--- src/rtl/kbd_cmd_responder.sv ---
module kbd_cmd_responder #(
  parameter int DEPTH = 16
) (
  input  logic       clk,
  input  logic       rst_n,
  input  logic       cmd_valid,
  input  logic [7:0] cmd_byte,
  input  logic       key_valid,
  input  logic [6:0] key_code,
  input  logic       key_press,
  input  logic       key_caps,
  input  logic       key_num,
  output logic       in_ready,
  input  logic       rd_strobe,
  output logic [7:0] rd_data,
  output logic       rx_avail,
  output logic       rx_notify
);
  localparam int AW = (DEPTH > 1) ? $clog2(DEPTH) : 1;
  localparam int CW = $clog2(DEPTH + 1);

  logic [7:0]    mem [DEPTH];
  logic [AW-1:0] wptr, rptr;
  logic [CW-1:0] count;
  logic          busy, rsp_layout, led_mode;
  logic [1:0]    rsp_idx, caps_m, num_m;

  function automatic logic [AW-1:0] ptr_inc(input logic [AW-1:0] p);
    return (p == AW'(DEPTH - 1)) ? '0 : p + 1'b1;
  endfunction

  assign in_ready = !busy;

  logic cmd_take, key_take, is_reset, is_layout, is_led, flush;
  assign cmd_take  = cmd_valid && in_ready;
  assign key_take  = key_valid && in_ready && !cmd_take;
  assign is_reset  = cmd_byte == 8'h01;
  assign is_layout = cmd_byte == 8'h07 || cmd_byte == 8'h0F;
  assign is_led    = cmd_byte == 8'h0E;
  assign flush     = cmd_take && !led_mode && (is_reset || is_layout);

  logic [1:0] caps_nx, num_nx;
  logic       drop;
  assign caps_nx = key_press ? (caps_m ^ 2'b01) : (caps_m ^ 2'b10);
  assign num_nx  = key_press ? (num_m ^ 2'b01) : (num_m ^ 2'b10);
  always_comb begin
    if (key_caps)     drop = key_press ? (caps_nx == 2'd2) : (caps_nx == 2'd3);
    else if (key_num) drop = key_press ? (num_nx == 2'd2) : (num_nx == 2'd3);
    else              drop = 1'b0;
  end

  logic [7:0] rsp_byte;
  logic       rsp_last;
  always_comb begin
    case ({rsp_layout, rsp_idx})
      3'b000:  rsp_byte = 8'hFF;
      3'b001:  rsp_byte = 8'h04;
      3'b010:  rsp_byte = 8'h7F;
      3'b100:  rsp_byte = 8'hFE;
      3'b101:  rsp_byte = 8'h21;
      default: rsp_byte = 8'h00;
    endcase
  end
  assign rsp_last = rsp_layout ? (rsp_idx == 2'd1) : (rsp_idx == 2'd2);

  logic       push_ok, pop, full;
  logic [7:0] push_byte;
  assign full      = count == CW'(DEPTH);
  assign push_ok   = (busy || (key_take && !drop)) && !full && !flush;
  assign push_byte = busy ? rsp_byte : {!key_press, key_code};
  assign pop       = rd_strobe && rx_avail && !flush;

  assign rx_avail = count != '0;
  assign rd_data  = rx_avail ? mem[rptr] : 8'h00;

  always_ff @(posedge clk) begin
    if (push_ok) mem[wptr] <= push_byte;
  end

  always_ff @(posedge clk) begin
    if (!rst_n) begin
      wptr <= '0;
      rptr <= '0;
      count <= '0;
      rx_notify <= 1'b0;
    end else if (flush) begin
      wptr <= '0;
      rptr <= '0;
      count <= '0;
      rx_notify <= 1'b0;
    end else begin
      if (push_ok) wptr <= ptr_inc(wptr);
      if (pop) rptr <= ptr_inc(rptr);
      count <= count + CW'(push_ok) - CW'(pop);
      rx_notify <= push_ok || (pop && count > CW'(1));
    end
  end

  always_ff @(posedge clk) begin
    if (!rst_n) begin
      busy <= 1'b0;
      rsp_layout <= 1'b0;
      rsp_idx <= '0;
      led_mode <= 1'b0;
      caps_m <= '0;
      num_m <= '0;
    end else begin
      if (flush) begin
        busy <= 1'b1;
        rsp_layout <= is_layout;
        rsp_idx <= '0;
      end else if (busy) begin
        rsp_idx <= rsp_idx + 1'b1;
        if (rsp_last) busy <= 1'b0;
      end
      if (cmd_take) led_mode <= led_mode ? 1'b0 : is_led;
      if (key_take && key_caps) caps_m <= caps_nx;
      else if (key_take && key_num) num_m <= num_nx;
    end
  end
endmodule

--- config.mk ---
export PLATFORM = sky130hd
export DESIGN_NAME = kbd_cmd_responder
export DESIGN_NICKNAME = d
export VERILOG_FILES = /design/src/rtl/kbd_cmd_responder.sv
export SDC_FILE = /design/constraint.sdc
export NUM_CORES = 1
export LEC_CHECK = 0
export ABC_AREA = 1
export BUFFER_PORTS_ARGS = -buffer_cell sky130_fd_sc_hd__buf_2
export CAP_MARGIN = 10
export CORE_AREA = 2 2 170 89
export CTS_CLUSTER_DIAMETER = 200
export DETAILED_ROUTE_END_ITERATION = 12
export DIE_AREA = 0 0 172 91
export PLACE_DENSITY = 0.63
export SLEW_MARGIN = 0
export SYNTH_ARGS = -nofsm -noshare
export SYNTH_HDL_FRONTEND = slang
export SYNTH_SLANG_ARGS = --single-unit
--- constraint.sdc ---
create_clock -name clk -period 3.27 [get_ports clk]
set_input_delay 0.1635 -clock clk [delete_from_list [all_inputs] [get_ports clk]]
set_output_delay 0.1635 -clock clk [all_outputs]
set_load 0.02 [all_outputs]
==> results of run 1 <==
[Yosys cell counts, drive strengths merged]
library cell,instances,area [um^2]
nor3b,2,15.0
o21ai,61,305
or2,3,18.8
xor2,3,26.3
o211ai,8,60.1
buf,21,139
edfxtp,128,3840
xnor2,1,8.76
nand2,76,308
nor3,19,106
a21oi,31,159
fa,1,20.0
nand3b,2,15.0
clkinv,1,3.75
a211oi,1,7.51
o21a,1,7.51
inv,57,214
o21bai,1,7.51
a21boi,1,7.51
nand3,54,280
clkbuf,8,35.0
dfxtp,27,541
ha,16,200
nor2,142,543
nand4,4,25.0
a31oi,1,6.26
[kinds of logic (layout without fill, tap and decap cells)]
| logic type | after synthesis | count (layout) | share of synthesized area (%) |
|---|---|---|---|
| AND/OR/NAND/NOR | 302 | 302 | 19.0 |
| flip-flops | 155 | 155 | 63.5 |
| AO/OA/AOI/OAI | 105 | 105 | 8.12 |
| buffers and inverters | 87 | 149 | 5.67 |
| adder cells (fa/ha/maj) | 17 | 17 | 3.19 |
| XOR/XNOR | 4 | 4 | 0.508 |
[final cells by class]
type / count / share of cell area [%]
repair buffers: 59 / 4.54
well taps: 198 / 3.12
multi-input cells: 428 / 26.8
flip-flops and latches: 155 / 55.2
clock inverters: 15 / 2.24
clock buffers: 17 / 5.36
inverters: 58 / 2.74
[critical path, cell delays in order, from the launching register on]
cell and delay, ns:
dfxtp_1 0.43, inv_1 0.12, nand3b_1 0.08, nor2_1 0.19
nand2_2 0.18, nand2_2 0.15, inv_1 0.07, ha_1 0.27
inv_1 0.04, ha_1 0.20, fa_1 0.41, a21oi_1 0.17
o21bai_1 0.09, or2_2 0.28, a21oi_1 0.15
[power by group]
group,internal [W],switching (W),total (W)
clock,0.00116,0.000873,0.00203
sequential,0.00221,0.0000411,0.00225
combinational,0.000464,0.000984,0.00145
total,0.00383,0.00190,0.00573
[flip-flops by register name (all words and copies together), names as in the netlist, named ones only]
register    flops
num_m           2
rsp_layout      1
rx_notify       1
count           5
led_mode        1
wptr            4
caps_m          2
rptr            4
busy            1
mem           128
rsp_idx         2
[metal layers]
metal	part of all wire, %	track usage, %
met5	0	0
met3	8.9	5.88
met2	41	30.8
met4	1.2	5.60
met1	49	33.5
[metrics by stage]
| step | util (%) | instance area [um^2] | setup WS [ns] |
|---|---|---|---|
| after global placement | 52.0 | 7340 | 0.550 |
| after global routing | 56.2 | 7940 | 0.116 |
| after detailed placement | 52.0 | 7340 | 0.431 |
| after CTS | 56.2 | 7940 | 0.404 |
| after floorplan | - | 6900 | 0.589 |
| final | 56.2 | 7940 | 0.351 |
[worst paths after layout]
check	start	endpoint	slack, ns	cells after the start
max	busy	count[4]	0.35	14
max reg2reg	busy	count[4]	0.35	14
min reg2reg	num_m[1]	num_m[1]	0.47	2
min	rst_n	num_m[1]	0.03	3
==> impl_results.md, run 1 <==
- CTS sink count: 155
- Post-cts sizing count: 0
- Remaining global-route overflow: 0
- Critical Path Start Type: flop
- Ant. Diodes: 0
- Antenna violations before repair: 0
- DR DRC count: 0
- Nets: 759
- Vias in the first global route: 4782
- Final ANT Viol Nets: 0
- Most frequent cells in the layout: 140 x nor2_1, 128 x edfxtp_1, 71 x nand2_1
- Slew margin rel.: 36.7%
- TritonCTS Buffers: 17
- Register area: 0.00439 mm^2
- Mapped Cells: 670
- Setup TNS: 0 ns
- Seq/Total Area, Yosys: 63.5%
- Clock Latency Late Sink: 0.42 ns
- Ys Warns: 0
- Final RePlAce weighted congestion: 0.857
- Number of synthesized register bits: 155
- Pwr/cell area: 721 mW/mm^2
- Via count: 4957
- Post-CTS setup buffer count: 0
- First DRT Iteration DRCs: 555
- Synthesized net count: 710
- Multi-input gate area: 0.00213 mm^2
- Status: finished clean
- Initial cell density of the core: 48.9%
- Post-Syn Area: 0.00690 mm^2
- Drt wl/cell: 17.5 um
- Root buffer cell: clkbuf_16
- Core box area: 0.0141 mm^2
- Worst Path Required: 3.61 ns
- Worst min path class: in -> reg
- H-tree depth: 4
- DIE AREA: 0.0157 mm^2
- Syn_area_per_cell: 10.3 um^2
- Leakage: 3.00 nW
- Arrival time worst endpoint: 3.26 ns
- Hold Violations, Final: 0
- Die Wd: 172 um
- 1st-pass router iterations: 6
- CP Capture Type: flop
- Slew Limit Fails: 0
- Layout area overhead: 15.0%
- Final wirelength: 16.2 mm
- Final hold slack: 0.0331 ns
- Final cell count without fillers: 930
- Hold Buf Count CTS: 0
- Total power: 0.00573 W
- Max Cap Violations: 0
- RSZ-0062 raised after global routing: no
- IO Port Bufs: 33
- Max VDD drop: 0.378 mV
- Worst-margin pin slew: 0.945 ns
- Max clock buf depth: 2
- Layout cells sized above 1: 14.6%
- Most common cell after layout, fill and taps aside: nor2_1
- CTS clock-pin slew for the worst setup and hold paths: 0.07 ns
- Fmax achieved: 343 MHz
- DP Cell Count: 898
- Setup CP Type: reg -> reg
- Crit path max fanout: 11
- # setup viols final: 0
- Hpwl dp: 10.8 mm
- Fin crit period: 2.92 ns
- Final period util: 89.3%
- # IOs: 34
- Cell variety after synth: 39
- Std-Cell Rows: 31
- Largest net degree at the start of global routing: 79
- Via/cell ratio: 5.33
- First-pass GRT wire length: 25.4 mm
- Fillcell total: 1212
- Clock skew: 0.00960 ns
- Die Y: 91 um
- CTS tree: done
- GRT Util Overall: 21.9%
No activity file was read; power rests on OpenSTA's default activity.
==> run 2, diff against run 1 <==
--- a/config.mk
+++ b/config.mk
@@ -8,11 +8,11 @@
 export ABC_AREA = 1
 export BUFFER_PORTS_ARGS = -buffer_cell sky130_fd_sc_hd__buf_2
 export CAP_MARGIN = 10
-export CORE_AREA = 2 2 170 89
+export CORE_AREA = 2 2 197 102
 export CTS_CLUSTER_DIAMETER = 200
 export DETAILED_ROUTE_END_ITERATION = 12
-export DIE_AREA = 0 0 172 91
-export PLACE_DENSITY = 0.63
+export DIE_AREA = 0 0 199 104
+export PLACE_DENSITY = 0.49
 export SLEW_MARGIN = 0
 export SYNTH_ARGS = -nofsm -noshare
 export SYNTH_HDL_FRONTEND = slang
==> run 2 against run 1 <==
  * Register-to-register slack improved by 0.08 ns
  * Die area rose by 32%
  * Critical path type is now reg -> out
  * Worst setup slack got worse by 0.026 ns
  * Clock skew fell by 0.0024 ns
  * Final area rose by 1.1%
  * Sequential power rose by 2%
  * Non-clock buffer count did not move
  * Worst hold slack got worse by 0.0021 ns
  * Global-route usage fell by 3.9 points
  * Critical endpoint is now rd_data[7]
  * Highest routed layer unchanged
==> impl_results.md, run 2 (synthesis results as in run 1) <==
- Status: finished clean
- RSZ-0062 raised after global routing: no
- Remaining global-route overflow: 0
- Combinational group share of total power: 25.5%
- CTS clock-pin slew for the worst setup and hold paths: 0.06 ns
- Max Cap Violations: 0
- Final period util: 90.1%
- Regs by FF count: mem: 128 flops, count: 5 flops
- Worst-margin pin slew: 0.960 ns
- Die Wd: 199 um
- Via/cell ratio: 4.92
- Switch Pwr: 0.00188 W
- RR Startpoint: busy
- Vias in the first global route: 4833
- Via count: 4910
- IO Port Bufs: 33
- Biggest register: mem
- Met1 GRT Util: 28.2%
- Most common cell after layout, fill and taps aside: nor2_1
- # setup viols final: 0
- Largest register FFs: 128
- Slowest library cell on the worst path: dfxtp_2
- Hold Crit Start: rst_n
- Setup TNS: 0 ns
- Critical Path Most Common Cell: nand3_1
- Sw frac: 33.3%
- Final wirelength: 17.4 mm
- Hold Buf Count CTS: 0
- Worst Setup Slack, final: 0.325 ns
- CTS sink count: 155
- Slew margin rel.: 35.8%
- Fillcell total: 1809
- Std-Cell Rows: 36
- Arrival time worst endpoint: 2.78 ns
- Pwr/cell area: 703 mW/mm^2
- Most frequent cells in the layout: 140 x nor2_1, 128 x edfxtp_1, 71 x nand2_1
- Ant. Diodes: 0
- Slowest stage delay, CP: 0.78 ns
- Leakage: 3.00 nW
- First-pass GRT wire length: 27.5 mm
- Hold Violations, Final: 0
- Largest net degree at the start of global routing: 47
- Critical Path Start Type: flop
- Int Power: 0.00376 W
- Hold depth: 3
- Initial cell density of the core: 36.2%
- Worst reg2reg path depth: 12
- Max VDD drop: 0.416 mV
- Total power: 0.00564 W
- Met2 Resource Use GR: 24.0%
- Busiest grt layer: met1
- Max clock buf depth: 2
- Slew Limit Fails: 0
- Root buffer cell: clkbuf_16
- M3 GR Usage: 4.93%
- Post-cts sizing count: 0
- Clock skew: 0.00720 ns
- Final Core Density: 42.1%
- CTS tree: done
- Final RePlAce weighted congestion: 0.857
- Worst Path Required: 3.11 ns
- Final ANT Viol Nets: 0
- Layout cells sized above 1: 14.6%
- DIE AREA: 0.0207 mm^2
- Clock Latency Late Sink: 0.42 ns
- GRT Util Overall: 18.0%
- Antenna violations before repair: 0
- Layout area overhead: 16.3%
- Final hold slack: 0.0310 ns
- Crit path max fanout: 36
- 1st-pass router iterations: 5
- TritonCTS Buffers: 17
- Nets: 759
- Core box area: 0.0191 mm^2
- Sequential power share: 40.5%
- Clock share of power: 33.9%
- Fin crit period: 2.94 ns
- Drt wl/cell: 17.4 um
- Setup CP Type: reg -> out
- CP Capture Type: output port
- DR DRC count: 0
- Worst min path class: in -> reg
- Pre-CTS setup slack: 0.462 ns
- Post-CTS setup buffer count: 0
- Hpwl dp: 11.8 mm
- Cell Chain, Critical Path: inv_1 > buf_12 > o21ai_0 > nand3_1 > nand3_1 > a21oi_1 > buf_2
- First DRT Iteration DRCs: 349
- # IOs: 34
- Die Y: 104 um
- Fmax achieved: 340 MHz
- H-tree depth: 4
-- run 2: worst paths after layout --
kind           endpoint  slack [ns]
max          rd_data[7]        0.33
min reg2reg    num_m[1]        0.49
min            num_m[1]        0.03
max reg2reg    count[4]        0.43
-- run 2: worst max-delay path, delay by kind of cell, from the launching register on --
kind,cells,cell delay [ns]
buffers and inverters,3,0.92
AOI/OAI and AO/OA,2,0.44
and+or+nand+nor,2,0.21
DFF,1,0.78
-- run 2: layout make-up --
cell class / count / area [um^2] / share of cell area, %
flip-flops and latches: 155 / 4390 / 54.6
well taps: 266 / 333 / 4.15
clock buffers: 20 / 478 / 5.96
multi-input cells: 428 / 2130 / 26.5
inverters: 58 / 218 / 2.71
repair buffers: 59 / 385 / 4.80
clock inverters: 12 / 98.8 / 1.23
-- run 2: layer usage --
layer	up-vias	wire [um]
li1	2389	-
met1	2393	9420
met2	119	6770
met3	9	1050
met4	0	119
met5	-	0
-- run 2: per-stage QoR --
| stage | cells | cell area (um^2) |
|---|---|---|
| CTS | 998 | 8030 |
| floorplan | 670 | 6900 |
| detailed placement | 966 | 7450 |
| finish | 998 | 8030 |
| global route | 998 | 8030 |
| global placement | 966 | 7450 |
-- run 2: power groups by stage --
stage               clock network, W  registers [W]  logic (W)
finish                       0.00191        0.00229    0.00144
floorplan                          0        0.00228    0.00102
global placement                   0        0.00233    0.00142
CTS                          0.00195        0.00229    0.00144
detailed placement                 0        0.00233    0.00144
global route                 0.00203        0.00230    0.00163
